### config.mk
export PLATFORM = sky130hd
export DESIGN_NAME = gpio_port_debounce
export DESIGN_NICKNAME = d
export VERILOG_FILES = /design/src/rtl/dbnc_pkg.sv /design/src/rtl/dbnc_sync.sv /design/src/rtl/dbnc_tick.sv /design/src/rtl/dbnc_regs.sv /design/src/rtl/dbnc_filter.sv /design/src/rtl/gpio_port_debounce.sv
export SDC_FILE = /design/constraint.sdc
export NUM_CORES = 1
export LEC_CHECK = 0
export ABC_AREA = 1
export BUFFER_PORTS_ARGS = -buffer_cell sky130_fd_sc_hd__buf_2
export CAP_MARGIN = 10
export CORE_MARGIN = 4
export CORE_UTILIZATION = 60
export DETAILED_ROUTE_END_ITERATION = 7
export HOLD_SLACK_MARGIN = 0.12
export PLACE_DENSITY_LB_ADDON = 0.25
export SLEW_MARGIN = 20
export SYNTH_ARGS = -nofsm -noshare
export SYNTH_HDL_FRONTEND = slang
export SYNTH_SLANG_ARGS = --single-unit
### constraint.sdc
create_clock -name clk -period 3.5 [get_ports clk]
set_input_delay 0.35 -clock clk [delete_from_list [all_inputs] [get_ports clk]]
set_output_delay 0.35 -clock clk [all_outputs]
set_load 0.01 [all_outputs]
### src/rtl/dbnc_pkg.sv
package dbnc_pkg;
   localparam int ADDR_W = 8;
   localparam int DATA_W = 16;
   localparam int MASK_LSB = 8;
   localparam logic [ADDR_W-1:0] OFS_EN_MASKED = 8'hB0;
   localparam logic [ADDR_W-1:0] OFS_COUNT = 8'hF0;

   typedef enum logic [1:0] {
      SEL_NONE  = 2'd0,
      SEL_COUNT = 2'd1,
      SEL_EN    = 2'd2
   } reg_sel_e;
endpackage

### src/rtl/dbnc_sync.sv
module dbnc_sync #(
   parameter int W = 8,
   parameter int STAGES = 2
) (
   input  logic         clk,
   input  logic         rst_n,
   input  logic [W-1:0] d,
   output logic [W-1:0] q
);
   logic [W-1:0] stage_q [STAGES];

   genvar g;
   generate
      for (g = 0; g < STAGES; g++) begin : g_stage
         if (g == 0) begin : g_first
            always_ff @(posedge clk or negedge rst_n) begin
               if (!rst_n) stage_q[g] <= '0;
               else        stage_q[g] <= d;
            end
         end else begin : g_next
            always_ff @(posedge clk or negedge rst_n) begin
               if (!rst_n) stage_q[g] <= '0;
               else        stage_q[g] <= stage_q[g-1];
            end
         end
      end
   endgenerate

   assign q = stage_q[STAGES-1];
endmodule

### src/rtl/dbnc_tick.sv
module dbnc_tick #(
   parameter int DIV = 100000
) (
   input  logic clk,
   input  logic rst_n,
   output logic tick
);
   localparam int CW = (DIV > 1) ? $clog2(DIV) : 1;
   localparam logic [CW-1:0] LAST = CW'(DIV - 1);

   logic [CW-1:0] div_q;

   always_ff @(posedge clk or negedge rst_n) begin
      if (!rst_n)            div_q <= '0;
      else if (div_q == LAST) div_q <= '0;
      else                   div_q <= div_q + 1'b1;
   end

   assign tick = (div_q == LAST);
endmodule

### src/rtl/dbnc_regs.sv
module dbnc_regs
   import dbnc_pkg::*;
#(
   parameter int NUM_PINS = 8,
   parameter int CNT_W = 8
) (
   input  logic                clk,
   input  logic                rst_n,
   input  logic                reg_wr,
   input  logic                reg_rd,
   input  logic [ADDR_W-1:0]   reg_addr,
   input  logic [DATA_W-1:0]   reg_wdata,
   output logic [DATA_W-1:0]   reg_rdata,
   output logic [CNT_W-1:0]    count_q,
   output logic [NUM_PINS-1:0] en_q
);
   reg_sel_e sel;
   logic [NUM_PINS-1:0] wr_mask;
   logic [NUM_PINS-1:0] wr_val;

   always_comb begin
      case (reg_addr)
         OFS_COUNT:     sel = SEL_COUNT;
         OFS_EN_MASKED: sel = SEL_EN;
         default:       sel = SEL_NONE;
      endcase
   end

   assign wr_mask = reg_wdata[MASK_LSB +: NUM_PINS];
   assign wr_val  = reg_wdata[0 +: NUM_PINS];

   always_ff @(posedge clk or negedge rst_n) begin
      if (!rst_n) begin
         count_q <= '0;
      end else if (reg_wr && sel == SEL_COUNT) begin
         count_q <= reg_wdata[CNT_W-1:0];
      end
   end

   always_ff @(posedge clk or negedge rst_n) begin
      if (!rst_n) begin
         en_q <= '0;
      end else if (reg_wr && sel == SEL_EN) begin
         en_q <= (en_q & ~wr_mask) | (wr_val & wr_mask);
      end
   end

   always_comb begin
      reg_rdata = '0;
      if (reg_rd) begin
         case (sel)
            SEL_COUNT: reg_rdata = DATA_W'(count_q);
            SEL_EN:    reg_rdata = DATA_W'(en_q);
            default:   reg_rdata = '0;
         endcase
      end
   end
endmodule

### src/rtl/dbnc_filter.sv
module dbnc_filter #(
   parameter int CNT_W = 8
) (
   input  logic             clk,
   input  logic             rst_n,
   input  logic             en,
   input  logic             tick,
   input  logic [CNT_W-1:0] cfg_count,
   input  logic             din,
   output logic             dout
);
   logic [CNT_W-1:0] run_q;
   logic [CNT_W-1:0] lim_q;
   logic [CNT_W:0]   run_nxt;
   logic             mismatch;

   assign mismatch = (din != dout);
   assign run_nxt  = {1'b0, run_q} + 1'b1;

   always_ff @(posedge clk or negedge rst_n) begin
      if (!rst_n) begin
         dout  <= 1'b0;
         run_q <= '0;
         lim_q <= '0;
      end else if (!en) begin
         dout  <= din;
         run_q <= '0;
         lim_q <= cfg_count;
      end else if (!mismatch) begin
         run_q <= '0;
         lim_q <= cfg_count;
      end else if (tick) begin
         if (run_nxt >= {1'b0, lim_q}) begin
            dout  <= din;
            run_q <= '0;
            lim_q <= cfg_count;
         end else begin
            run_q <= run_nxt[CNT_W-1:0];
         end
      end
   end
endmodule

### src/rtl/gpio_port_debounce.sv
module gpio_port_debounce
   import dbnc_pkg::*;
#(
   parameter int NUM_PINS = 8,
   parameter int CNT_W = 8,
   parameter int CLK_PER_MS = 100000,
   parameter int SYNC_STAGES = 2
) (
   input  logic                clk,
   input  logic                rst_n,
   input  logic                reg_wr,
   input  logic                reg_rd,
   input  logic [ADDR_W-1:0]   reg_addr,
   input  logic [DATA_W-1:0]   reg_wdata,
   output logic [DATA_W-1:0]   reg_rdata,
   input  logic [NUM_PINS-1:0] pin_raw,
   output logic [NUM_PINS-1:0] pin_filt
);
   if (NUM_PINS < 1 || NUM_PINS > MASK_LSB) begin : g_bad_pins
      $error("NUM_PINS must fit in the low data byte");
   end
   if (CNT_W < 1 || CNT_W > MASK_LSB) begin : g_bad_cnt
      $error("CNT_W must fit in the low data byte");
   end
   if (CLK_PER_MS < 2) begin : g_bad_div
      $error("CLK_PER_MS must be at least 2");
   end
   if (SYNC_STAGES < 2) begin : g_bad_sync
      $error("SYNC_STAGES must be at least 2");
   end

   logic [CNT_W-1:0]    count_q;
   logic [NUM_PINS-1:0] en_q;
   logic [NUM_PINS-1:0] pin_sync;
   logic                ms_tick;

   dbnc_regs #(.NUM_PINS(NUM_PINS), .CNT_W(CNT_W)) u_regs (
      .clk(clk), .rst_n(rst_n),
      .reg_wr(reg_wr), .reg_rd(reg_rd), .reg_addr(reg_addr),
      .reg_wdata(reg_wdata), .reg_rdata(reg_rdata),
      .count_q(count_q), .en_q(en_q)
   );

   dbnc_tick #(.DIV(CLK_PER_MS)) u_tick (
      .clk(clk), .rst_n(rst_n), .tick(ms_tick)
   );

   dbnc_sync #(.W(NUM_PINS), .STAGES(SYNC_STAGES)) u_sync (
      .clk(clk), .rst_n(rst_n), .d(pin_raw), .q(pin_sync)
   );

   genvar p;
   generate
      for (p = 0; p < NUM_PINS; p++) begin : g_pin
         dbnc_filter #(.CNT_W(CNT_W)) u_filt (
            .clk(clk), .rst_n(rst_n),
            .en(en_q[p]), .tick(ms_tick), .cfg_count(count_q),
            .din(pin_sync[p]), .dout(pin_filt[p])
         );
      end
   endgenerate
endmodule

After elaboration in Yosys (flattened, before gate mapping)

Cells that the tools add are included.

Word-level logic and storage cells: 221
Input bits: 36
Memories: 0
Register bits after elaboration: 185
Latch bits: 0
Memory bits (read-only): 0
Memory bits (writable): 0

Bitwise gates (word level): 4
Divide/modulo/power cells: 0
$lt $le $gt $ge: 8
Mux-type cells: 100
Shift-type cells: 0
$mul: 0
Eq/ne operators: 53
Reduce and logical (&&, ||, !) cells: 18
Add/sub/neg operators: 9

Operator list:

| cell                  | number |
|---|---|
| $mux 8                | 64 |
| $add 8x1->9 const B   | 8 |
| $ge 9x8->1            | 8 |
| $ne 2x1->1 const B    | 24 |
| $ne 3x3->1 const B    | 15 |
| $mux 1                | 32 |
| $reduce_and 3->1      | 8 |
| $add 17x1->17 const B | 1 |
| $eq 17x17->1 const B  | 1 |
| $mux 17               | 1 |
| $and 8x8->8           | 2 |
| $eq 8x8->1 const B    | 2 |
| $mux 16               | 1 |
| $pmux 8 s2            | 1 |
| $reduce_and 2->1      | 8 |
| $ne 1x1->1            | 8 |
| $not 8->8             | 1 |
| $or 8x8->8            | 1 |
| $pmux 2 s2            | 1 |
| $ne 3x2->1 const B    | 1 |
| $eq 2x1->1 const B    | 1 |
| $eq 2x2->1 const B    | 1 |
| $logic_and 1x1->1     | 2 |

Depth between registers and ports, before layout

Gate-level depths: netlist of the first run.

Depth after elaboration: 6
Mapped depth: 17
Gate-level depth less buffers: 17

Modules after synthesis

Synthesis of the first run repeated with hierarchy kept, for this count alone.

Cell total of the unflattened synthesis: 1364
Area total of the unflattened synthesis: 11200.7 µm²

By module, submodules not included:

| module                             | area each (µm²) | times used | cells each |
|---|---|---|---|
| dbnc_filter at g_pin[0].u_filt ... | 1086.0          | 7          | 134 |
| dbnc_filter at g_pin[4].u_filt     | 1151.1          | 1          | 134 |
| dbnc_tick                          | 1024.7          | 1          | 138 |
| dbnc_regs                          | 962.2           | 1          | 130 |
| dbnc_sync                          | 460.4           | 1          | 24 |

Worst setup path after synthesis of the first run

OpenSTA, ideal clock, no wires.

Path type: reg-to-reg
Start point: reg g_pin[3].u_filt.run_q[0]
End point: reg g_pin[3].u_filt.lim_q[6]
Period minus slack after synthesis: 2.202 ns
Data required time: 3.383 ns
Arrival time: 2.085 ns
Stages on the path, launching flop included: 16
Path slack: 1.298 ns
Library setup time: 0.117 ns
Cells stage by stage: dfrtp_1 ha_1 nand3_1 xor2_1 ha_1 nand2_1 inv_1 nand2_1 nand3_1 nand2_1 nand2_1 nand2_1 nand3_1 clkbuf_1 nand3_1 nand2_1

Cells in the longest elaborated chain, start to end: 4

Ends and longest elaborated chain:

| element                           | RTL line          | RTL |
|---|---|---|
| start: declaration                | dbnc_filter.sv:12 | `logic [CNT_W-1:0] run_q;` |
| start signal: assignment          | dbnc_filter.sv:38 | `run_q <= run_nxt[CNT_W-1:0];` |
| $add 8x1->9                       | dbnc_filter.sv:18 | `assign run_nxt = {1'b0, run_q} + 1'b1;` |
| $ge 9x8->1                        | dbnc_filter.sv:33 | `if (run_nxt >= {1'b0, lim_q}) begin` |
| $ne 3x3->1 (no source line)       | --                |  |
| $reduce_and 2->1 (no source line) | --                |  |
| end signal: assignment            | dbnc_filter.sv:28 | `lim_q <= cfg_count;` |
| end signal: assignment            | dbnc_filter.sv:31 | `lim_q <= cfg_count;` |
| end signal: assignment            | dbnc_filter.sv:36 | `lim_q <= cfg_count;` |
| end: declaration                  | dbnc_filter.sv:13 | `logic [CNT_W-1:0] lim_q;` |

Every way passes these cells.
A chain may end at the register's enable or synchronous reset.

Worst setup path in the final report of the first run

Start point: reg g_pin[6].u_filt.run_q[0]
End point: reg g_pin[6].u_filt.lim_q[7]

Cells in the longest elaborated chain, start to end: 4

Ends and longest elaborated chain:

| element                           | RTL line |
|---|---|
| start: declaration                | dbnc_filter.sv:12 |
| start signal: assignment          | dbnc_filter.sv:38 |
| $add 8x1->9                       | dbnc_filter.sv:18 |
| $ge 9x8->1                        | dbnc_filter.sv:33 |
| $ne 3x3->1 (no source line)       | -- |
| $reduce_and 2->1 (no source line) | -- |
| end signal: assignment            | dbnc_filter.sv:28 |
| end signal: assignment            | dbnc_filter.sv:31 |
| end signal: assignment            | dbnc_filter.sv:36 |
| end: declaration                  | dbnc_filter.sv:13 |

Every way passes these cells.

==> qor.txt, run 1 <==
Gr ovfl total -> 0
HPWL Detailed -> 15470 um
Max Clk Rate -> 363.0 MHz
Storage cell area -> 0.004629 mm2
Area of the multi-input gates -> 0.004746 mm2
Synthesized area -> 0.01044 mm2
WL met2 -> 11060 um
Worst Setup End Kind -> flop
WP data arrival -> 3130 ps
Core Rows -> 47
Pwr dens -> 396.4 mW/mm2
Number of iterations in the first detailed-routing pass -> 5
WL final -> 22630 um
Initial DRC count -> 505
CTS tree -> built
Crit Path Category -> flop to flop
Max Clock Skew -> 13.05 ps
CTS Sinks -> 185
Fin nets -> 1481
Worst Path Max Fanout -> 9
Area growth syn-to-layout -> 11.05%
Vias -> 8461
Tcrit/Tclk final -> 0.7872
GP Congestion -> 0.8806
Root buf cell -> clkbuf_16
Synth unique cells -> 30
Metal3 WL -> 901 um
Worst R2R Path Depth -> 12
Startpoint types -> flop
Placed cell count -> 1562
Port bufs -> 51
Die area -> 0.01958 mm2
Initial core utilization -> 0.6209
Worst IR drop on VDD -> 0.3675 mV
Hold Worst Slack -> 163.9 ps
FF-to-FF setup slack -> 740 ps
Synth area leaders -> dfrtp_1, nand2_1, ha_1, inv_1, nand3_1
Min cycle time layout -> 2755 ps
Worst reg2reg path startpoint -> g_pin[6].u_filt.run_q[0]
Ant diodes -> 0
Non-Filler Instances -> 1603
Fillers -> 1340
Final routed DRC violation total -> 0
Pins over their slew limit -> 0
First-pass GRT wire length -> 38360 um
WP data required -> 3870 ps
Setup crit start -> g_pin[6].u_filt.run_q[0]
GRT Total Usage -> 0.2375
FF-to-FF End -> g_pin[6].u_filt.lim_q[7]
Commonest cells after routing, fill and taps aside -> nand2_1, inv_1, dfrtp_1
Seq/Total Area, Yosys -> 0.4433
Status -> finished, final reports clean
Layout cells sized above 1 -> 0.08460
Die height -> 139.9 um
Crit path to -> g_pin[6].u_filt.lim_q[7]
Wire length per cell -> 14.12 um
Highest routed layer -> met4
Avg Cell Area, Syn -> 7.935 um2
Slew @ Worst Pin -> 805.7 ps
Longest Clk Path Bufs -> 2
Final setup viols -> 0
Most common cell after layout, fill and taps aside -> nand2_1
Area leader, netlist -> dfrtp_1
H-tree levels -> 4
Initial antenna violation count -> 0
Num CTS Buffers -> 17
Metal1 wirelength -> 10240 um
Number of global-route vias before repair -> 8256
Vias/cell -> 5.278
Die X -> 139.9 um
Worst skew pair latency -> 440 ps
Flops & latches, synth -> 185
Yosys warnings -> 0
Slew HR -> 0.4629
Post_cts resized -> 0
RSZ-0062 raised after global routing -> no
Final hold violation count -> 0
Synth Instances -> 1316
Setup TNS -> 0 ps
Core area -> 0.01682 mm2
Final ANT Viol Nets -> 0
Max-cap violations -> 0
Leak -> 5.966 nW
Post-synth top area share -> 0.4433
Reg clk slew, reported paths -> 70 ps
Largest net degree at the start of global routing -> 100
Ports -> 60
Hold Path Class -> input pin to flop
==> cell type report <==
cell class                 count  area share
clock inverter                12     0.01424
inverter                     215     0.06959
sequential                   185      0.3992
multi-input combinational    871      0.4093
clock buffer                  20     0.03938
tap                          220     0.02374
timing repair buffer          80     0.04456
==> layer usage <==
layer	GRT usage	vias to the layer above
met4	0.07547	0
met3	0.04738	41
met2	0.3938	179
li1	-	4260
met1	0.3169	3981
met5	0	-
==> report_power, final <==
part	internal [mW]	switching (mW)	total, mW
sequential	2.20	0.0617	2.26
combinational	0.122	0.199	0.320
clock	1.17	0.848	2.02
==> synth_stat cells, drive strengths merged <==
cell      n
o21ai    25
conb      1
a31oi     8
dfrtp   185
nand3   124
ha       75
nor3      4
clkbuf   18
nand4    10
xor2     55
buf      34
a211oi    1
nor4      4
nor2     37
nand2   414
nand3b    4
a21oi    36
xnor2     8
o21a      1
or2       2
inv     215
and3      2
o22ai    53
==> logic make-up (layout without fill, tap and decap cells) <==
family                   count (synthesis)  after routing  share of synthesized area
other                                    1              8                  0.0003591
AND/OR/NAND/NOR                        601            601                     0.2417
flip-flops                             185            185                     0.4433
buffers and inverters                  267            327                     0.1047
adder cells (fa/ha/maj)                 75             75                    0.08986
AO/OA/AOI/OAI                          124            124                    0.06722
XOR/XNOR                                63             63                    0.05284
==> through the flow <==
stage	power, mW	area (um2)	setup slack [ps]	util
2_1_floorplan	2.487	10470	1298	-
3_3_place_gp	2.598	10880	1044	0.6472
3_5_place_dp	2.609	10880	843.2	0.6472
4_1_cts	4.633	11600	761.4	0.6895
5_1_grt	4.784	11600	537.4	0.6895
6_report	4.596	11600	744.9	0.6895
==> worst min-delay path by stage <==
stage | start | end | slack [ps] | depth (start not counted)
6_report | reg_wdata[0] | flop | 160 | 3
5_1_grt | reg_wdata[12] | flop | 170 | 3
4_1_cts | reg_wdata[0] | flop | 160 | 3
3_5_place_dp | u_sync.stage_q[10] | u_sync.q[2] | 330 | 0
3_3_place_gp | u_sync.stage_q[13] | u_sync.q[5] | 330 | 0
2_1_floorplan | rst_n | asynchronous set/reset pin | 50 | 0
==> state kept, by name, indices dropped and copies added, names as in the netlist, named ones only <==
name / count
u_tick.div_q: 17
g_pin.u_filt.run_q: 64
u_sync.q: 8
u_sync.stage_q: 8
g_pin.u_filt.lim_q: 64
g_pin.u_filt.dout: 8
u_regs.count_q: 8
==> worst max-delay path: stages, from the launching register on <==
cell,delay [ps]
dfrtp_1,400
ha_1,200
nand3_1,120
nor3_1,330
xor2_1,250
ha_1,290
a21oi_1,140
nand2_1,70
nand2_1,70
nand3_1,280
nand2_1,360
nand2_1,110
nand2_1,80
==> timing repair <==
item / 4_1_cts / 5_1_grt
buffers inserted: 0 / 0
endpoints found under the hold margin: 104 / 0
hold buffers: 9 / 0
No activity file was read; power rests on OpenSTA's default activity.
==> inputs of run 2 (changes only) <==
==> constraint.sdc (replaced) <==
create_clock -name clk -period 2.6 [get_ports clk]
set_input_delay 0.26 -clock clk [delete_from_list [all_inputs] [get_ports clk]]
set_output_delay 0.26 -clock clk [all_outputs]
set_load 0.01 [all_outputs]
==> run 2 against run 1 <==
Against the previous run: cell count rose by 1.5%; largest cell class unchanged; largest power group unchanged; critical endpoint is now g_pin[6].u_filt.run_q[1]; die area did not move; power rose by 36%; hold slack got worse by 35 ps; flip-flop and latch count did not move; highest routed layer unchanged.
==> qor.txt, run 2 (synthesis results as in run 1) <==
Routing usage on met3 -> 0.04533
Area growth syn-to-layout -> 13.62%
Slew HR -> 0.5797
Final setup viols -> 0
Ant diodes -> 0
Hold Path Class -> input pin to flop
Placed cell count -> 1578
GP Congestion -> 0.8611
WL final -> 23380 um
Final routed DRC violation total -> 0
Longest Clk Path Bufs -> 2
Hold Worst Slack -> 129.4 ps
GRT Total Usage -> 0.2440
Commonest cells after routing, fill and taps aside -> nand2_1, inv_1, dfrtp_1
Worst Setup End Kind -> flop
Root buf cell -> clkbuf_16
Die height -> 139.9 um
First-pass GRT wire length -> 39660 um
Crit Path Category -> flop to flop
Wire length per cell -> 14.37 um
Met2 Track Usage GR -> 0.4097
Startpoint types -> flop
Slew @ Worst Pin -> 630.5 ps
Setup TNS -> 0 ps
CTS Sinks -> 185
Final hold violation count -> 0
Met1 GRT Util -> 0.3291
Fin nets -> 1505
Pins over their slew limit -> 0
Crit path largest cell delay -> 410 ps
Cell family with most CP delay -> simple AND/OR/NAND/NOR gates
Total power -> 6.259 mW
Tcrit/Tclk final -> 0.9478
Num CTS Buffers -> 17
Leak -> 6.078 nW
Vias -> 8556
HPWL Detailed -> 16170 um
Worst path cell trace -> ha_1 > nand3_1 > nor3_2 > xor2_1 > ha_1 > nand2_1 > inv_1 > nand2_1 > nand2_1 > nand2_1 > nand3_2 > buf_4 > o21ai_0
Reg clk slew, reported paths -> 70 ps
CTS tree -> built
Status -> finished, final reports clean
Initial core utilization -> 0.6209
Largest net degree at the start of global routing -> 75
Min cycle time layout -> 2464 ps
Setup ws final -> 135.6 ps
Vias/cell -> 5.259
Number of global-route vias before repair -> 8429
Initial antenna violation count -> 0
Design Area, Final -> 0.01187 mm2
Worst IR drop on VDD -> 0.4545 mV
Worst skew pair latency -> 430 ps
Final ANT Viol Nets -> 0
Crit path buf inv count -> 2
Post-Place Setup Slack -> 150.2 ps
Initial DRC count -> 752
Pwr dens -> 527.5 mW/mm2
Largest registers -> g_pin.u_filt.lim_q x64, g_pin.u_filt.run_q x64, u_tick.div_q x17
Ports -> 60
Gr ovfl total -> 0
Core Rows -> 47
Port bufs -> 51
Max Clock Skew -> 11.47 ps
Number of iterations in the first detailed-routing pass -> 5
CP max-delay cell -> dfrtp_1
Worst Path Max Fanout -> 8
Top Usage Layer GRT -> met2
Max-cap violations -> 0
Placed cell areas -> 0.01100 mm2
Die area -> 0.01958 mm2
WP data arrival -> 2810 ps
Max Clk Rate -> 405.8 MHz
Core area -> 0.01682 mm2
Layout cells sized above 1 -> 0.1059
H-tree levels -> 4
WP data required -> 2950 ps
Die X -> 139.9 um
Cell mode on critical path -> nand2_1
Non-Filler Instances -> 1627
Fin util -> 0.7055
Most common cell after layout, fill and taps aside -> nand2_1
==> run 2: path summary, 6_finish.rpt <==
| kind | start | to | slack (ps) | cells after the start |
|---|---|---|---|---|
| hold / removal | reg_wdata[0] | flop | 130 | 3 |
| min in group asynchronous | rst_n | u_tick.div_q[4] | 380 | 2 |
| setup / recovery | g_pin[6].u_filt.run_q[0] | g_pin[6].u_filt.run_q[1] | 140 | 13 |
| max in group asynchronous | rst_n | g_pin[5].u_filt.lim_q[7] | 1370 | 3 |
| hold reg to reg | u_sync.stage_q[13] | u_sync.q[5] | 350 | 0 |
| setup reg to reg | g_pin[6].u_filt.run_q[0] | g_pin[6].u_filt.run_q[1] | 140 | 13 |
==> run 2: final cells by class <==
| cell class | instances | area (um2) |
|---|---|---|
| clock buffers | 21 | 450.4 |
| fillers | 1308 | 4954 |
| clock inverters | 11 | 170.2 |
| well taps | 220 | 275.3 |
| repair buffers | 104 | 714.4 |
| inverters | 215 | 807.0 |
| multi-input cells | 871 | 4818 |
| flip-flops and latches | 185 | 4629 |
==> run 2: routing by layer <==
layer | up-vias | part of all wire
met4 | 0 | 0.012
li1 | 4311 | -
met5 | - | 0
met2 | 189 | 0.50
met1 | 4030 | 0.44
met3 | 26 | 0.041
==> run 2: timing repair <==
item | 4_1_cts | 5_1_grt
setup endpoints to repair | 0 | 43
setup buffers | 0 | 1
hold buffers | 16 | 0
endpoints found under the hold margin | 84 | 0
resized for setup | 0 | 18
==> run 2: report_power, final <==
part / internal (mW) / switching [mW] / total [mW]
clock network: 1.64 / 1.13 / 2.77
registers: 2.96 / 0.0829 / 3.04
logic: 0.174 / 0.280 / 0.454
==> run 2: tightest hold or removal path, stage by stage <==
cell and delay, ps:
buf_2 90, inv_1 70, o21ai_0 90
==> inputs of run 3 (changes only) <==
==> constraint.sdc (replaced) <==
create_clock -name clk -period 2.6 [get_ports clk]
set_input_delay 0.39 -clock clk [delete_from_list [all_inputs] [get_ports clk]]
set_output_delay 0.39 -clock clk [all_outputs]
set_load 0.01 [all_outputs]
==> run 3 against run 2 <==
Against the previous run: global-route usage fell by 0.86 points; highest routed layer unchanged; sequential power barely moved; wire length fell by 3.9%; non-clock buffer count fell by 6; first-iteration DRC count fell by 38%; critical path type is now input pin to output port; fmax fell by 0.66%; worst setup slack got worse by 16 ps; largest cell class unchanged; combinational power barely moved; utilization fell by 0.76 points.
==> qor.txt, run 3 (synthesis results as in run 1) <==
Status -> finished, final reports clean
FF-to-FF End -> g_pin[3].u_filt.lim_q[1]
Hold Path Class -> input pin to flop
Gate power share -> 0.077
Port bufs -> 51
Longest Clk Path Bufs -> 2
First-pass GRT wire length -> 38180 um
Worst Path Max Fanout -> 8
Largest registers -> g_pin.u_filt.lim_q x64, g_pin.u_filt.run_q x64, u_tick.div_q x17
Min-delay src -> reg_wdata[0]
Worst reg2reg path startpoint -> g_pin[3].u_filt.run_q[0]
Vias/cell -> 5.265
Num CTS Buffers -> 17
Final setup viols -> 0
Number of iterations in the first detailed-routing pass -> 5
Final ANT Viol Nets -> 0
Area of the multi-input gates -> 0.004805 mm2
Wire length per cell -> 13.86 um
Die X -> 139.9 um
Final routed DRC violation total -> 0
GRT Total Usage -> 0.2354
CTS tree -> built
Clock power share -> 0.416
Max-cap violations -> 0
Reg power frac -> 0.508
Worst R2R Path Depth -> 12
Internal power -> 4.405 mW
Max Clock Skew -> 12.26 ps
Commonest cells after routing, fill and taps aside -> nand2_1, inv_1, dfrtp_1
Switch Pwr -> 1.557 mW
CTS Sinks -> 185
Pwr dens -> 507.9 mW/mm2
Die area -> 0.01958 mm2
Worst skew pair latency -> 440 ps
Tcrit/Tclk final -> 0.9541
Design Area, Final -> 0.01174 mm2
Max Clk Rate -> 403.1 MHz
Placed cell areas -> 0.01102 mm2
WP data arrival -> 2090 ps
GP Congestion -> 0.8456
Worst IR drop on VDD -> 0.5315 mV
Gr ovfl total -> 0
Min cycle time layout -> 2481 ps
Vias -> 8535
Most common cell after layout, fill and taps aside -> nand2_1
H-tree levels -> 4
Initial core utilization -> 0.6209
Storage cell area -> 0.004631 mm2
Core Rows -> 47
Fin util -> 0.6979
FF-to-FF setup slack -> 170 ps
Slew @ Worst Pin -> 609.8 ps
Number of global-route vias before repair -> 8319
Ant diodes -> 0
Startpoint types -> input pin
Non-Filler Instances -> 1621
Ports -> 60
Initial antenna violation count -> 0
Placed cell count -> 1579
Root buf cell -> clkbuf_16
Fillers -> 1379
WP data required -> 2210 ps
Sw Ratio -> 0.2611
WL final -> 22470 um
Crit Path Category -> input pin to output port
Final hold violation count -> 0
Worst Setup End Kind -> output port
Pins over their slew limit -> 0
HPWL Detailed -> 15780 um
Reg clk slew, reported paths -> 70 ps
Layout cells sized above 1 -> 0.1064
Area growth syn-to-layout -> 12.40%
Slew HR -> 0.5934
Total power -> 5.962 mW
Worst hold stages -> 3
Largest net degree at the start of global routing -> 68
Fin nets -> 1499
Initial DRC count -> 466
Core area -> 0.01682 mm2
Leak -> 6.027 nW
Die height -> 139.9 um
run 3: through the flow:
step | setup TNS, ps | worst slack, ps | hold slack (ps)
floorplan | 0 | 397.5 | 94.41
global placement | 0 | 149.1 | 335.2
detailed placement | 0 | 77.82 | 340.3
CTS | 0 | 69.08 | 198.2
global route | -72.18 | -20.23 | 209.9
finish | 0 | 119.3 | 209.6
run 3: worst max-delay path: stages:
cell	delay, ps
buf_2	90
nor4_1	260
inv_1	110
nor4_2	190
inv_1	90
ha_1	280
inv_1	50
nand2_1	170
a21oi_2	190
buf_4	150
buf_2	120
run 3: final cells by class:
| class | count | share of cell area |
|---|---|---|
| sequential | 185 | 0.3945 |
| inverter | 215 | 0.06876 |
| multi-input combinational | 871 | 0.4093 |
| clock inverter | 13 | 0.009594 |
| timing repair buffer | 98 | 0.05660 |
| tap | 220 | 0.02345 |
| clock buffer | 19 | 0.03774 |
run 3: power groups by stage:
stage               sequential (mW)  clock [mW]  combinational [mW]
floorplan                      3.05           0               0.299
global placement               3.08           0               0.434
detailed placement             3.08           0               0.448
CTS                            3.03        2.51               0.463
global route                   3.03        2.64               0.537
finish                         3.03        2.48               0.457
run 3: worst max path at each step:
stage / startpoint / to / slack [ps] / cells past startpoint
global route: g_pin[0].u_filt.run_q[0] / g_pin[0].u_filt.lim_q[7] / -20 / 15
global placement: reg_addr[1] / reg_rdata[1] / 150 / 11
detailed placement: reg_addr[1] / reg_rdata[1] / 80 / 11
floorplan: g_pin[3].u_filt.run_q[0] / g_pin[3].u_filt.lim_q[6] / 400 / 15
finish: reg_addr[1] / reg_rdata[1] / 120 / 11
CTS: reg_addr[1] / reg_rdata[1] / 70 / 11
run 3: repair_timing:
action | in CTS | in global routing
hold endpoints to repair | 52 | 0
hold buffers | 9 | 0
gates resized for setup | 0 | 14
endpoints found under the setup margin | 0 | 37
buffers inserted | 0 | 1
run 3: metal layers:
layer	share of wire	global-route usage	vias to the layer above	routed length, um
met5	0	0	-	0
met3	0.045	0.03920	40	1008
met2	0.49	0.4001	187	10910
met4	0.017	0.06986	0	393
li1	-	-	4294	-
met1	0.45	0.3128	4014	10160
